==> src/rtl/fracdiv_pkg.sv <==
package fracdiv_pkg;
  localparam int SRC_W = 3;
  localparam int NSRC = 1 << SRC_W;
  localparam logic [7:0] KEY = 8'h5A;
  localparam int B_EN = 4;
  localparam int B_KILL = 5;
  localparam int B_BUSY = 7;
  localparam int B_INV = 8;
  localparam int B_ORD = 9;

  typedef struct packed {
    logic [1:0]       order;
    logic             inv;
    logic             kill;
    logic             en;
    logic [SRC_W-1:0] src;
  } ctrl_t;
endpackage

==> src/rtl/fracdiv_regs.sv <==
module fracdiv_regs
  import fracdiv_pkg::*;
#(
  parameter int DIVI_W = 12,
  parameter int FRAC_W = 12
) (
  input  logic              clk_i,
  input  logic              rst_ni,
  input  logic              wr_en_i,
  input  logic              wr_sel_i,
  input  logic [31:0]       wr_data_i,
  input  logic              rd_sel_i,
  input  logic              busy_i,
  output ctrl_t             ctrl_o,
  output logic [DIVI_W-1:0] divi_o,
  output logic [FRAC_W-1:0] divf_o,
  output logic [31:0]       rd_data_o
);
  ctrl_t             ctrl_q;
  logic [DIVI_W-1:0] divi_q;
  logic [FRAC_W-1:0] divf_q;
  logic              key_ok;

  assign key_ok = (wr_data_i[31:24] == KEY);

  always_ff @(posedge clk_i or negedge rst_ni) begin
    if (!rst_ni) begin
      ctrl_q <= '0;
      divi_q <= '0;
      divf_q <= '0;
    end else if (wr_en_i && key_ok) begin
      if (!wr_sel_i) begin
        ctrl_q.src   <= wr_data_i[SRC_W-1:0];
        ctrl_q.en    <= wr_data_i[B_EN];
        ctrl_q.kill  <= wr_data_i[B_KILL];
        ctrl_q.inv   <= wr_data_i[B_INV];
        ctrl_q.order <= wr_data_i[B_ORD+1:B_ORD];
      end else begin
        divf_q <= wr_data_i[FRAC_W-1:0];
        divi_q <= wr_data_i[FRAC_W +: DIVI_W];
      end
    end
  end

  always_comb begin
    rd_data_o = '0;
    if (!rd_sel_i) begin
      rd_data_o[SRC_W-1:0]       = ctrl_q.src;
      rd_data_o[B_EN]            = ctrl_q.en;
      rd_data_o[B_KILL]          = ctrl_q.kill;
      rd_data_o[B_BUSY]          = busy_i;
      rd_data_o[B_INV]           = ctrl_q.inv;
      rd_data_o[B_ORD+1:B_ORD]   = ctrl_q.order;
    end else begin
      rd_data_o[FRAC_W-1:0]      = divf_q;
      rd_data_o[FRAC_W +: DIVI_W] = divi_q;
    end
  end

  assign ctrl_o = ctrl_q;
  assign divi_o = divi_q;
  assign divf_o = divf_q;

  AST_KEY_GUARD: assert property (@(posedge clk_i) disable iff (!rst_ni)
    wr_en_i && !key_ok |=> $stable(ctrl_q) && $stable(divi_q) && $stable(divf_q));
endmodule

==> src/rtl/fracdiv_src_sel.sv <==
module fracdiv_src_sel
  import fracdiv_pkg::*;
(
  input  logic [NSRC-1:0]  src_tick_i,
  input  logic [SRC_W-1:0] src_i,
  output logic             tick_o
);
  logic [NSRC-1:0] live;

  // slot 0 is the tied-off source
  for (genvar g = 0; g < NSRC; g++) begin : g_slot
    if (g == 0) begin : g_gnd
      assign live[g] = 1'b0;
    end else begin : g_src
      assign live[g] = src_tick_i[g];
    end
  end

  assign tick_o = live[src_i];
endmodule

==> src/rtl/fracdiv_core.sv <==
module fracdiv_core #(
  parameter int DIVI_W = 12,
  parameter int FRAC_W = 12
) (
  input  logic              clk_i,
  input  logic              rst_ni,
  input  logic              en_i,
  input  logic              kill_i,
  input  logic              inv_i,
  input  logic [1:0]        order_i,
  input  logic [DIVI_W-1:0] divi_i,
  input  logic [FRAC_W-1:0] divf_i,
  input  logic              tick_i,
  output logic              busy_o,
  output logic              stb_o,
  output logic              clk_o
);
  localparam int LEN_W = DIVI_W + 1;

  logic              busy_q, stb_q;
  logic [LEN_W-1:0]  cnt_q, len_q, base_len;
  logic [FRAC_W-1:0] acc_q, frac_in;
  logic [FRAC_W:0]   sum;
  logic              last;

  assign base_len = (divi_i < DIVI_W'(2)) ? LEN_W'(2) : {1'b0, divi_i};
  assign frac_in  = (order_i != 2'd0) ? divf_i : '0;
  assign sum      = {1'b0, acc_q} + {1'b0, frac_in};
  assign last     = busy_q && tick_i && (cnt_q == len_q - LEN_W'(1));

  always_ff @(posedge clk_i or negedge rst_ni) begin
    if (!rst_ni) begin
      busy_q <= 1'b0;
      stb_q  <= 1'b0;
      cnt_q  <= '0;
      len_q  <= LEN_W'(2);
      acc_q  <= '0;
    end else if (kill_i) begin
      busy_q <= 1'b0;
      stb_q  <= 1'b0;
      cnt_q  <= '0;
      acc_q  <= '0;
    end else begin
      stb_q <= last;
      if (!busy_q) begin
        if (en_i) begin
          busy_q <= 1'b1;
          cnt_q  <= '0;
          acc_q  <= '0;
          len_q  <= base_len;
        end
      end else if (tick_i) begin
        if (last) begin
          cnt_q <= '0;
          if (!en_i) begin
            busy_q <= 1'b0;
          end else begin
            // pending divisor lands only here
            acc_q <= sum[FRAC_W-1:0];
            len_q <= base_len + LEN_W'(sum[FRAC_W]);
          end
        end else begin
          cnt_q <= cnt_q + LEN_W'(1);
        end
      end
    end
  end

  assign busy_o = busy_q;
  assign stb_o  = stb_q;
  assign clk_o  = inv_i ^ (busy_q && (cnt_q < (len_q >> 1)));

  AST_KILL_CLEARS: assert property (@(posedge clk_i) disable iff (!rst_ni)
    kill_i |=> !busy_q && !stb_q);
  AST_STB_NEEDS_TICK: assert property (@(posedge clk_i) disable iff (!rst_ni)
    !tick_i |=> !stb_q);
  AST_CNT_IN_PERIOD: assert property (@(posedge clk_i) disable iff (!rst_ni)
    busy_q |-> cnt_q < len_q);
  AST_MIN_DIVIDE: assert property (@(posedge clk_i) disable iff (!rst_ni)
    busy_q |-> len_q >= LEN_W'(2));
  AST_STOP_ON_EDGE: assert property (@(posedge clk_i) disable iff (!rst_ni)
    !busy_q && $past(busy_q) && !$past(kill_i) |-> stb_q);
endmodule

==> src/rtl/fracdiv_clkgen.sv <==
module fracdiv_clkgen
  import fracdiv_pkg::*;
#(
  parameter int DIVI_W = 12,
  parameter int FRAC_W = 12
) (
  input  logic            clk_i,
  input  logic            rst_ni,
  input  logic [NSRC-1:0] src_tick_i,
  input  logic            wr_en_i,
  input  logic            wr_sel_i,
  input  logic [31:0]     wr_data_i,
  input  logic            rd_sel_i,
  output logic [31:0]     rd_data_o,
  output logic            stb_o,
  output logic            clk_o
);
  ctrl_t             ctrl;
  logic [DIVI_W-1:0] divi;
  logic [FRAC_W-1:0] divf;
  logic              busy, tick;

  fracdiv_regs #(.DIVI_W(DIVI_W), .FRAC_W(FRAC_W)) u_regs (
    .clk_i(clk_i), .rst_ni(rst_ni),
    .wr_en_i(wr_en_i), .wr_sel_i(wr_sel_i), .wr_data_i(wr_data_i),
    .rd_sel_i(rd_sel_i), .busy_i(busy),
    .ctrl_o(ctrl), .divi_o(divi), .divf_o(divf), .rd_data_o(rd_data_o)
  );

  fracdiv_src_sel u_src (
    .src_tick_i(src_tick_i), .src_i(ctrl.src), .tick_o(tick)
  );

  fracdiv_core #(.DIVI_W(DIVI_W), .FRAC_W(FRAC_W)) u_core (
    .clk_i(clk_i), .rst_ni(rst_ni),
    .en_i(ctrl.en), .kill_i(ctrl.kill), .inv_i(ctrl.inv), .order_i(ctrl.order),
    .divi_i(divi), .divf_i(divf), .tick_i(tick),
    .busy_o(busy), .stb_o(stb_o), .clk_o(clk_o)
  );
endmodule

==> config.mk <==
export PLATFORM = sky130hd
export DESIGN_NAME = fracdiv_clkgen
export DESIGN_NICKNAME = d
export VERILOG_FILES = /design/src/rtl/fracdiv_pkg.sv /design/src/rtl/fracdiv_regs.sv /design/src/rtl/fracdiv_src_sel.sv /design/src/rtl/fracdiv_core.sv /design/src/rtl/fracdiv_clkgen.sv
export SDC_FILE = /design/constraint.sdc
export NUM_CORES = 1
export LEC_CHECK = 0
export BUFFER_PORTS_ARGS = -buffer_cell sky130_fd_sc_hd__buf_2
export CELL_PAD_IN_SITES_DETAIL_PLACEMENT = 1
export CELL_PAD_IN_SITES_GLOBAL_PLACEMENT = 1
export CORE_ASPECT_RATIO = 0.7
export CORE_MARGIN = 2
export CORE_UTILIZATION = 48
export CTS_CLUSTER_DIAMETER = 40
export DETAILED_ROUTE_END_ITERATION = 12
export HOLD_SLACK_MARGIN = 0.05
export PLACE_DENSITY_LB_ADDON = 0.1
export SLEW_MARGIN = 30
export SYNTH_ARGS = -nofsm -noshare
export SYNTH_HDL_FRONTEND = slang
export SYNTH_SLANG_ARGS = --single-unit
==> constraint.sdc <==
create_clock -name clk_i -period 5.6 [get_ports clk_i]
set_clock_uncertainty 0.05 [all_clocks]
set_input_delay 0.56 -clock clk_i [delete_from_list [all_inputs] [get_ports clk_i]]
set_output_delay 0.56 -clock clk_i [all_outputs]
set_load 0.05 [all_outputs]
==> impl_results.md, run 1 <==
- Outcome: finished clean
- Most used flip-flop cell after synthesis: sky130_fd_sc_hd__dfrtp_1
- Cell Rows: 31
- Routed wire length per instance: 20.1 um
- Global-route usage over all layers: 26.9%
- Via density per instance: 5.80
- Largest net degree at the start of global routing: 73
- Critical path fanouts, max: 11
- Dpl hpwl: 10800 um
- Pleak: 2.78 nW
- Number of CTS-inserted buffers: 9
- Worst hold margin: 0.195 ns
- Die Y: 89.3 um
- Mean instance size in the synthesized netlist: 9.62 sq um
- Slowest Stage Delay on Critical Path: 0.58 ns
- Part of the total power dissipated in combinational logic: 27.8%
- Routed wire length on met3: 902 um
- Clock Sinks: 72
- Timing-limited maximum frequency: 0.237 GHz
- XOR/XNOR Fraction of Synth Area: 6.32%
- Max-cap violations: 0
- Ratio of final minimum period to clock period: 75.5%
- Count of final setup violators: 0
- Total count of max-transition violations in the final report: 0
- Power density normalized to cell area: 299 nW/um^2
- Ant diodes: 0
- Clock tree from TritonCTS: built
- Top delay family on crit path: compound AO/OA/AOI/OAI gates
- Normalized max-slew margin: 37.7%
- Final min period: 4.23 ns
- Post-synthesis mux area share: 11.2%
- Clk_lat worst skew: 0.34 ns
- Length of routed met2 wiring: 6490 um
- Quantity of gates resized following cts: 0
- Detailed-route wire length: 14500 um
- Final-layout setup total negative slack: 0 ns
- Total area of multi-input combinational cells: 2990 sq um
- Placer Congestion: 0.871
- Required arrival time at the worst endpoint: 5.75 ns
- Post-CTS setup-driven buffer insertion count: 0
- Synth Instances: 519
- Fraction of final layout cells sized beyond drive strength 1: 24.9%
- Routed vias: 4163
- Number of register bits inferred by synthesis: 72
- Yosys Warn Count: 0
- Clock buffer depth: 2
- RSZ-0062 raised after global routing: no
- Port Buf Inserts: 69
- Clock H-tree levels: 3
- Highest routed metal layer: met4
- Number of nets at the end of the flow: 654
- CTS Hold Buffers Added: 0
- Worst slew pin tran: 0.932 ns
- Post-synthesis to final-layout area growth: 13.7%
- Crit path buf inv count: 3
- Fillers: 1209
- EDFF count, synth: 0
- Worst voltage drop across the vdd grid: 0.000220 V
- Number of global-route vias before repair: 4399
- Relative contribution of the clock network to total power: 31.2%
- Reg-to-reg slack, setup: 1.37 ns
- Nature of the critical path startpoint: flip-flop
- Simple-Gate Fraction of Synth Area: 20.5%
- Fraction of the mapped netlist area in compound gates: 14.0%
- Worst Setup Path Type: reg2reg
- Most common cell after layout, fill and taps aside: sky130_fd_sc_hd__dfrtp_1
- Die boundary width: 126 um
- Summed instance area of the synthesized netlist: 4990 sq um
- Number of endpoints with negative hold slack in the final report: 0
- Cell type of the slowest stage on the worst timing path: sky130_fd_sc_hd__nor2_1
- Switching component of the power: 0.000627 W
- Clk slew on worst S/H paths: 0.06 ns
- Starting density of the core: 48.7%
- Iter 0 DRT Violations: 249
- Total routed wire length on the met1 layer: 6940 um
- DRC violations left: 0
- Min-delay worst type: in2async
- Initial DRT Pass Iterations: 4
- Async set or reset register ratio after synthesis: 100%
- Die area: 11200 sq um
- First-pass GRT wire length: 23200 um
- Worst-path cell chain: nor2_1, nor2b_1, ha_1, inv_1, fa_1, inv_1, a21o_1, a21oi_1, o211a_1, nor3b_1, o21ai_0, a21oi_1, ha_1, ha_1, nand4_1, inv_1, nand3_1, nor2_1, xor2_1, o21ai_0, o21ai_0
- Adder and majority cell fraction of the synthesized area: 7.17%
- Area taken by flip-flops and latches: 1800 sq um
- Remaining antenna violation count: 0
- Seq/Total Area, Yosys: 36.1%
- Switching fraction of total power: 36.9%
- Relative contribution of sequential cells to total power: 41.0%
- P_int: 0.00107 W
- CTS root buffer: sky130_fd_sc_hd__clkbuf_16
- Initial antenna violation count: 0
- Number of top-level pins: 79
- Core region area: 10200 sq um
- Count of different cell masters after synthesis: 62
- Dominant combinational cell family by area after synthesis: simple AND/OR/NAND/NOR gates
- Nature of the critical path endpoint: flip-flop
- Commonest cells after routing, fill and taps aside: sky130_fd_sc_hd__dfrtp_1 (71), sky130_fd_sc_hd__buf_2 (68), sky130_fd_sc_hd__mux2_2 (43)
- Gr ovfl total: 0
- Data arrival time of the critical path: 4.37 ns
==> power groups by stage <==
stage	combinational [W]	clock (W)	sequential, W
5_1_grt	0.000525	0.000562	0.000706
6_report	0.000473	0.000530	0.000696
3_3_place_gp	0.000445	0	0.000698
4_1_cts	0.000472	0.000542	0.000693
3_5_place_dp	0.000464	0	0.000700
2_1_floorplan	0.000366	0	0.000646
==> final timing paths <==
path,cells after the start,endpoint,from
max,21,u_core.len_q[8],u_regs.ctrl_o[7]
min,1,u_core.acc_q[8],rst_ni
max reg2reg,21,u_core.len_q[8],u_regs.ctrl_o[7]
min reg2reg,1,u_core.acc_q[10],u_core.acc_q[10]
max in group asynchronous,1,u_core.cnt_q[12],rst_ni
min in group clk_i,2,u_regs.divi_o[5],wr_data_i[17]
==> per-stage QoR <==
step | instances | setup WS [ns] | cell area [sq um] | util [%] | power [W]
after CTS | 718 | 1.34 | 5670 | 55.4 | 0.00171
after global placement | 702 | 1.55 | 5400 | 52.8 | 0.00114
after floorplan | 526 | 1.72 | 5020 | - | 0.00101
after global routing | 718 | 0.928 | 5680 | 55.4 | 0.00179
final | 718 | 1.37 | 5680 | 55.4 | 0.00170
after detailed placement | 702 | 1.43 | 5410 | 52.8 | 0.00116
==> final cells by class <==
class	count	share of cell area [%]
clock buffer	12	4.34
clock inverter	4	0.353
inverter	24	1.59
multi-input combinational	403	52.6
sequential	72	31.8
tap	132	2.91
timing repair buffer	71	6.46
==> Yosys cell counts, types with 11 or more instances <==
master,instances,share of area (%)
sky130_fd_sc_hd__a21oi_1,12,1.2
sky130_fd_sc_hd__xnor2_1,17,3.0
sky130_fd_sc_hd__nor2_1,37,2.8
sky130_fd_sc_hd__inv_1,24,1.8
sky130_fd_sc_hd__nor3_1,21,2.1
sky130_fd_sc_hd__a22o_1,11,1.9
sky130_fd_sc_hd__nand2_1,21,1.6
sky130_fd_sc_hd__nor2b_1,16,2.0
sky130_fd_sc_hd__mux2_2,43,9.7
sky130_fd_sc_hd__o21ai_0,26,2.6
sky130_fd_sc_hd__xor2_1,19,3.3
sky130_fd_sc_hd__and2_1,15,1.9
sky130_fd_sc_hd__nand3_1,18,1.8
sky130_fd_sc_hd__dfrtp_1,71,36
sky130_fd_sc_hd__clkbuf_1,14,1.1
sky130_fd_sc_hd__ha_1,27,6.8
==> registers in the layout, summed over array words and instances, names as in the netlist <==
register / cells
u_core.len_q: 13
u_core.cnt_q: 13
u_core.acc_q: 12
u_regs.divf_o: 12
u_regs.ctrl_o: 8
u_core.busy_o: 1
u_core.stb_o: 1
u_regs.divi_o: 12
==> cell families after synthesis <==
family,after synthesis
adder cells (fa/ha/maj),28
multiplexers,49
other,1
AND/OR/NAND/NOR,186
XOR/XNOR,36
buffers and inverters,51
AO/OA/AOI/OAI,96
flip-flops,72
==> metal layers <==
layer | global-route usage (%) | up-vias
met1 | 38.1 | 2063
met2 | 42.7 | 106
li1 | - | 1981
met4 | 6.39 | 0
met3 | 5.63 | 13
met5 | 0 | -
No activity file was read; power rests on OpenSTA's default activity.
==> run 2: changes to the inputs <==
--- a/config.mk
+++ b/config.mk
@@ -5,12 +5,13 @@
 export SDC_FILE = /design/constraint.sdc
 export NUM_CORES = 1
 export LEC_CHECK = 0
+export ABC_AREA = 1
 export BUFFER_PORTS_ARGS = -buffer_cell sky130_fd_sc_hd__buf_2
 export CELL_PAD_IN_SITES_DETAIL_PLACEMENT = 1
 export CELL_PAD_IN_SITES_GLOBAL_PLACEMENT = 1
 export CORE_ASPECT_RATIO = 0.7
 export CORE_MARGIN = 2
-export CORE_UTILIZATION = 48
+export CORE_UTILIZATION = 42
 export CTS_CLUSTER_DIAMETER = 40
 export DETAILED_ROUTE_END_ITERATION = 12
 export HOLD_SLACK_MARGIN = 0.05
==> constraint.sdc (replaced) <==
create_clock -name clk_i -period 4.2 [get_ports clk_i]
set_clock_uncertainty 0.05 [all_clocks]
set_input_delay 0.42 -clock clk_i [delete_from_list [all_inputs] [get_ports clk_i]]
set_output_delay 0.42 -clock clk_i [all_outputs]
set_load 0.05 [all_outputs]
==> run 2 against run 1 <==
Effect of this change: synthesized area grew 5.8%; sequential share of layout area shrank 2.2 points; sequential cell count is the same; critical path depth is the same; cell count grew 37%; sequential power grew 21%; routed wire length grew 5.2%; critical path type unchanged; largest power group is now combinational logic.
==> impl_results.md, run 2 <==
- Die area: 13500 sq um
- Worst path most repeated cell: sky130_fd_sc_hd__nand3_1
- Gr ovfl total: 0
- Worst slew pin tran: 0.667 ns
- Core region area: 12300 sq um
- Largest regs: u_core.cnt_q (13), u_core.len_q (13)
- Data arrival time of the critical path: 3.88 ns
- Worst voltage drop across the vdd grid: 0.000291 V
- Most numerous cell types in the synthesized netlist: sky130_fd_sc_hd__nand2_1 (191), sky130_fd_sc_hd__inv_1 (117), sky130_fd_sc_hd__nor2_1 (82)
- P_int: 0.00164 W
- Dpl hpwl: 11800 um
- Clk_lat worst skew: 0.35 ns
- DRC violations left: 0
- Most common cell after layout, fill and taps aside: sky130_fd_sc_hd__nand2_1
- Final-layout setup total negative slack: 0 ns
- Power density normalized to cell area: 445 nW/um^2
- RSZ-0062 raised after global routing: no
- Crit path buf inv count: 4
- Top delay family on crit path: simple AND/OR/NAND/NOR gates
- Number of nets at the end of the flow: 891
- Relative contribution of the clock network to total power: 33.4%
- Min-delay worst type: in2async
- Synth Instances: 753
- Final min period: 3.69 ns
- Nature of the critical path startpoint: flip-flop
- Via density per instance: 5.08
- Remaining antenna violation count: 0
- CTS root buffer: sky130_fd_sc_hd__clkbuf_16
- Required arrival time at the worst endpoint: 4.39 ns
- Cell with the most instances after synthesis: sky130_fd_sc_hd__nand2_1
- Cell Rows: 34
- Iter 0 DRT Violations: 302
- Timing-limited maximum frequency: 0.271 GHz
- Worst hold margin: 0.0331 ns
- Count of final setup violators: 0
- Clock Sinks: 72
- Most used flip-flop cell after synthesis: sky130_fd_sc_hd__dfrtp_1
- Number of CTS-inserted buffers: 9
- Clock H-tree levels: 3
- Detailed-route wire length: 15200 um
- Port Buf Inserts: 69
- Outcome: finished clean
- First-pass GRT wire length: 25600 um
- Fraction of final layout cells sized beyond drive strength 1: 14.8%
- CTS Hold Buffers Added: 0
- Pleak: 3.40 nW
- Summed instance area of the synthesized netlist: 5280 sq um
- Die Y: 97.8 um
- Switching component of the power: 0.00107 W
- Die boundary width: 138 um
- Normalized max-slew margin: 55.5%
- Ratio of final minimum period to clock period: 87.7%
- Placer Congestion: 0.849
- Yosys Warn Count: 0
- Proportion of netlist area held by the largest area contributor: 33.6%
- Commonest cells after routing, fill and taps aside: sky130_fd_sc_hd__nand2_1 (191), sky130_fd_sc_hd__inv_1 (117), sky130_fd_sc_hd__nor2_1 (80)
- Critical path fanouts, max: 9
- Count of different cell masters after synthesis: 39
- Dominant cell type by area after synthesis: sky130_fd_sc_hd__dfrtp_1
- Ant diodes: 0
- Clk slew on worst S/H paths: 0.06 ns
- Number of endpoints with negative hold slack in the final report: 0
- Worst Setup Path Type: reg2reg
- Worst-path cell chain: nor2_4, buf_4, nor2_1, ha_1, inv_1, fa_1, inv_1, nand3_1, nand3_1, a21oi_1, o21bai_1, ha_1, ha_1, nand2_1, nor3_2, nand3_1, nor3_1, xnor2_1, inv_1, nand3_1, nand2_1
- Clock buffer depth: 2
- Relative contribution of sequential cells to total power: 31.1%
- Nature of the critical path endpoint: flip-flop
- Switching fraction of total power: 39.4%
- Largest net degree at the start of global routing: 73
- Clock tree from TritonCTS: built
- Starting density of the core: 42.8%
- Cells taking the most area after synthesis: sky130_fd_sc_hd__dfrtp_1 (34%), sky130_fd_sc_hd__nand2_1 (14%), sky130_fd_sc_hd__inv_1 (8.3%), sky130_fd_sc_hd__ha_1 (6.4%), sky130_fd_sc_hd__nor2_1 (5.8%)
- Routed wire length per instance: 15.5 um
- Number of global-route vias before repair: 5109
- Global-route usage over all layers: 23.5%
- Seq/Total Area, Yosys: 34.1%
- Routed vias: 5003
- Initial antenna violation count: 0
- Initial DRT Pass Iterations: 4
- Total count of max-transition violations in the final report: 0
- Post-CTS setup-driven buffer insertion count: 0
- Part of the total power dissipated in combinational logic: 35.5%
- Async set or reset register ratio after synthesis: 100%
- Slowest Stage Delay on Critical Path: 0.43 ns
- Mean instance size in the synthesized netlist: 7.02 sq um
- Post-synthesis to final-layout area growth: 15.4%
- Cell type of the slowest stage on the worst timing path: sky130_fd_sc_hd__dfrtp_1
- Number of register bits inferred by synthesis: 72
- Number of top-level pins: 79
- EDFF count, synth: 0
- Max-cap violations: 0
==> run 2: changes by cell type after synthesis, moves of 7 or more <==
cell,previous run,this run
sky130_fd_sc_hd__nand2b_1,7,0
sky130_fd_sc_hd__inv_1,24,117
sky130_fd_sc_hd__a22o_1,11,0
sky130_fd_sc_hd__nor2_1,37,82
sky130_fd_sc_hd__and2_1,15,2
sky130_fd_sc_hd__nand2_1,21,191
sky130_fd_sc_hd__nand3_1,18,61
sky130_fd_sc_hd__o21ai_0,26,34
sky130_fd_sc_hd__mux2_2,43,6
sky130_fd_sc_hd__xor2_1,19,30
sky130_fd_sc_hd__nor2b_1,16,0
sky130_fd_sc_hd__xnor2_1,17,8
sky130_fd_sc_hd__a21oi_1,12,28
==> run 2: final cells by class <==
class | instances | area [sq um]
flip-flops and latches | 72 | 1800
clock buffers | 10 | 229
inverters | 118 | 443
repair buffers | 76 | 404
well taps | 162 | 203
multi-input cells | 541 | 2900
fillers | 1637 | 6240
clock inverters | 6 | 116
==> run 2: worst paths after layout <==
path,start,endpoint,slack (ns),cells past startpoint
min reg2reg,u_core.acc_q[9],u_core.acc_q[9],0.43,2
min in group clk_i,wr_data_i[22],u_regs.divi_o[10],0.26,2
max in group asynchronous,rst_ni,u_core.len_q[12],3.60,1
max,u_regs.ctrl_o[7],u_core.len_q[10],0.51,21
min,rst_ni,u_core.acc_q[4],0.03,1
max reg2reg,u_regs.ctrl_o[7],u_core.len_q[10],0.51,21
==> run 2: routing by layer <==
layer / vias to the layer above / track usage, % / share of wire, %
li1: 2483 / - / -
met4: 0 / 5.49 / 1.2
met3: 18 / 3.92 / 5.0
met1: 2404 / 34.7 / 50
met2: 98 / 36.1 / 43
met5: - / 0 / 0
==> run 2: stage by stage <==
step	utilization [%]	worst slack [ns]	power (W)	instances	area, sq um
6_report	49.4	0.515	0.00271	985	6100
5_1_grt	49.4	0.133	0.00289	985	6100
4_1_cts	49.3	0.120	0.00274	985	6080
3_5_place_dp	46.5	0.176	0.00182	969	5730
3_3_place_gp	46.5	0.246	0.00178	969	5730
2_1_floorplan	-	0.852	0.00155	760	5310
==> run 2: cells by family (layout without fill, tap and decap cells) <==
family,count (synthesis),count (layout),share of synthesized area [%]
AOI/OAI and AO/OA,74,74,7.67
xor gates and xnor gates,38,38,6.30
adders and majority gates,28,28,6.77
buffers and inverters,147,210,11.8
DFF,72,72,34.1
muxes,6,6,1.28
other,1,8,0.0710
and+or+nand+nor,387,387,32.0
==> run 2: timing repair <==
action | 4_1_cts | 5_1_grt
setup endpoints to repair | 0 | 3
resized for setup | 0 | 3
endpoints found under the hold margin | 0 | 0
==> run 2: power by group through the flow <==
stage | sequential, W | combinational [W] | clock, W
after global routing | 0.000856 | 0.00109 | 0.000950
after floorplan | 0.000821 | 0.000732 | 0
final | 0.000843 | 0.000962 | 0.000905
after detailed placement | 0.000853 | 0.000963 | 0
after CTS | 0.000842 | 0.000971 | 0.000922
after global placement | 0.000851 | 0.000925 | 0
==> run 3: changes to the inputs <==
--- a/config.mk
+++ b/config.mk
@@ -11,7 +11,7 @@
 export CELL_PAD_IN_SITES_GLOBAL_PLACEMENT = 1
 export CORE_ASPECT_RATIO = 0.7
 export CORE_MARGIN = 2
-export CORE_UTILIZATION = 42
+export CORE_UTILIZATION = 45
 export CTS_CLUSTER_DIAMETER = 40
 export DETAILED_ROUTE_END_ITERATION = 12
 export HOLD_SLACK_MARGIN = 0.05
==> constraint.sdc (replaced) <==
create_clock -name clk_i -period 4.56 [get_ports clk_i]
set_clock_uncertainty 0.05 [all_clocks]
set_input_delay 0.456 -clock clk_i [delete_from_list [all_inputs] [get_ports clk_i]]
set_output_delay 0.456 -clock clk_i [all_outputs]
set_load 0.05 [all_outputs]
==> run 3 against run 2 <==
Effect of this change: cell count shrank 0.81%; critical path depth is 2 lower; die area fell by 6.4%; first-iteration DRC count decreased by 43%; sequential power shrank 6.6%; design area is 0.92% lower; hold slack improved by 0.045 ns; via count is 0.74% higher; routed wire length increased by 6.0%; sequential share of layout area is 0.28 points higher; non-clock buffer count decreased by 3; critical path type unchanged; critical endpoint unchanged.
==> impl_results.md, run 3 (synthesized netlist as in run 2, its figures left out) <==
- Iter 0 DRT Violations: 172
- Number of top-level pins: 79
- Clk slew on worst S/H paths: 0.07 ns
- Normalized max-slew margin: 48.4%
- Dpl hpwl: 12200 um
- Worst-path cell chain: nor2_4, nor2_1, ha_1, nand2_1, nor3_1, nand3_1, nand3_1, a21oi_1, o21bai_1, ha_1, ha_1, nand2_1, nor3_1, nand3_1, nor3_1, xnor2_1, inv_1, nand3_1, nand2_1
- Global-route usage over all layers: 26.7%
- Number of global-route vias before repair: 5212
- Worst Setup Path Type: reg2reg
- Post-CTS setup-driven buffer insertion count: 0
- Overall power of the completed layout: 0.00246 W
- Reg-to-reg slack, setup: 0.58 ns
- First-pass GRT wire length: 26400 um
- Routed wire length per instance: 16.5 um
- Min-delay worst type: in2async
- Post-synthesis to final-layout area growth: 14.4%
- Met2 Usage GRT: 43.3%
- Outcome: finished clean
- Quantity of gates resized following cts: 0
- Clock H-tree levels: 3
- Final-layout setup total negative slack: 0 ns
- Fraction of final layout cells sized beyond drive strength 1: 14.4%
- Ant diodes: 0
- Clock buffer depth: 2
- Number of endpoints with negative hold slack in the final report: 0
- Final cell area excluding filler cells: 6040 sq um
- Number of nets at the end of the flow: 888
- Remaining antenna violation count: 0
- Power density normalized to cell area: 407 nW/um^2
- Gr ovfl total: 0
- Worst slew pin tran: 0.766 ns
- Met3 global-route usage: 5.26%
- Worst reg2reg endpoint: u_core.len_q[10]
- Number of CTS-inserted buffers: 9
- Die area: 12600 sq um
- Nature of the critical path startpoint: flip-flop
- Ratio of final minimum period to clock period: 87.2%
- M1 GR Usage: 37.0%
- Routing layer with the top usage in global route: met2
- Commonest cells after routing, fill and taps aside: sky130_fd_sc_hd__nand2_1 (191), sky130_fd_sc_hd__inv_1 (117), sky130_fd_sc_hd__nor2_1 (80)
- Fillers: 1527
- Placer Congestion: 0.917
- Data arrival time of the critical path: 4.16 ns
- Cell type of the slowest stage on the worst timing path: sky130_fd_sc_hd__dfrtp_1
- Initial antenna violation count: 0
- Slowest Stage Delay on Critical Path: 0.43 ns
- Max-cap violations: 0
- Most common cell after layout, fill and taps aside: sky130_fd_sc_hd__nand2_1
- Die Y: 94.7 um
- Clock tree from TritonCTS: built
- CTS root buffer: sky130_fd_sc_hd__clkbuf_16
- Die boundary width: 134 um
- RSZ-0062 raised after global routing: no
- Port Buf Inserts: 69
- CTS Hold Buffers Added: 0
- Launch instance of the worst register-to-register path: u_regs.ctrl_o[7]
- Pleak: 3.37 nW
- Via density per instance: 5.16
- Largest net degree at the start of global routing: 73
- Starting density of the core: 45.7%
- Initial DRT Pass Iterations: 4
- Final min period: 3.98 ns
- DRC violations left: 0
- Total count of max-transition violations in the final report: 0
- Nature of the critical path endpoint: flip-flop
- Worst voltage drop across the vdd grid: 0.000289 V
- Placed instance count: 961
- Clk_lat worst skew: 0.35 ns
- Count of final setup violators: 0
- Required arrival time at the worst endpoint: 4.74 ns
- Placed Instance Area: 5700 sq um
- Critical path fanouts, max: 11
- Detailed-route wire length: 16100 um
- Worst path most repeated cell: sky130_fd_sc_hd__nand3_1
- Routed vias: 5040
- Number of cells on the worst reg-to-reg path: 19
- Cell Rows: 33
- Timing-limited maximum frequency: 0.252 GHz
- Final std cells w/o fill: 977
- Clock Sinks: 72
- Core region area: 11600 sq um
- Largest regs: u_core.cnt_q (13), u_core.len_q (13)
[run 3: changes by cell type in the layout (fill, tap and decap cells not counted)]
| cell | before | now |
|---|---|---|
| sky130_fd_sc_hd__buf_4 | 7 | 4 |
| sky130_fd_sc_hd__bufinv_16 | 3 | 2 |
| sky130_fd_sc_hd__clkinvlp_4 | 0 | 1 |
| sky130_fd_sc_hd__nor3_1 | 14 | 15 |
| sky130_fd_sc_hd__nor3_2 | 1 | 0 |
[run 3: critical path, delay by kind of cell, from the launching register on]
kind	cells	cell delay, ns
XOR/XNOR	1	0.14
adder cells (fa/ha/maj)	3	0.85
flip-flops	1	0.43
AND/OR/NAND/NOR	12	2.05
buffers and inverters	1	0.06
AO/OA/AOI/OAI	2	0.27
[run 3: layout make-up]
cell class | instances | area (sq um) | share of cell area [%]
clock buffer | 10 | 229 | 3.79
clock inverter | 6 | 93.8 | 1.55
inverter | 118 | 443 | 7.33
multi-input combinational | 541 | 2890 | 47.9
sequential | 72 | 1800 | 29.8
tap | 157 | 196 | 3.25
timing repair buffer | 73 | 382 | 6.32
[run 3: report_power, final]
part / internal (W) / switching, W / total [W]
sequential: 0.000692 / 0.0000951 / 0.000787
combinational: 0.000275 / 0.000607 / 0.000883
clock: 0.000483 / 0.000303 / 0.000787
[run 3: per-layer routing]
layer	routed length (um)	part of all wire, %
met5	0	0
met4	191	1.2
met1	8080	50
met3	681	4.2
met2	7190	45
[run 3: worst max-delay path by stage]
stage	startpoint	end	depth (start not counted)
2_1_floorplan	u_regs.ctrl_o[7]	u_core.len_q[10]	20
3_3_place_gp	u_regs.ctrl_o[7]	u_core.len_q[10]	19
3_5_place_dp	u_regs.ctrl_o[7]	u_core.len_q[10]	19
4_1_cts	u_regs.ctrl_o[7]	u_core.len_q[10]	19
5_1_grt	u_regs.ctrl_o[7]	u_core.len_q[10]	19
6_report	u_regs.ctrl_o[7]	u_core.len_q[10]	19
[run 3: stage by stage]
step	hold slack [ns]	utilization, %	setup slack, ns
floorplan	0.110	-	1.21
global placement	0.412	49.3	0.370
detailed placement	0.422	49.3	0.158
CTS	0.261	52.1	0.0935
global route	0.138	52.3	0.131
finish	0.0778	52.3	0.584
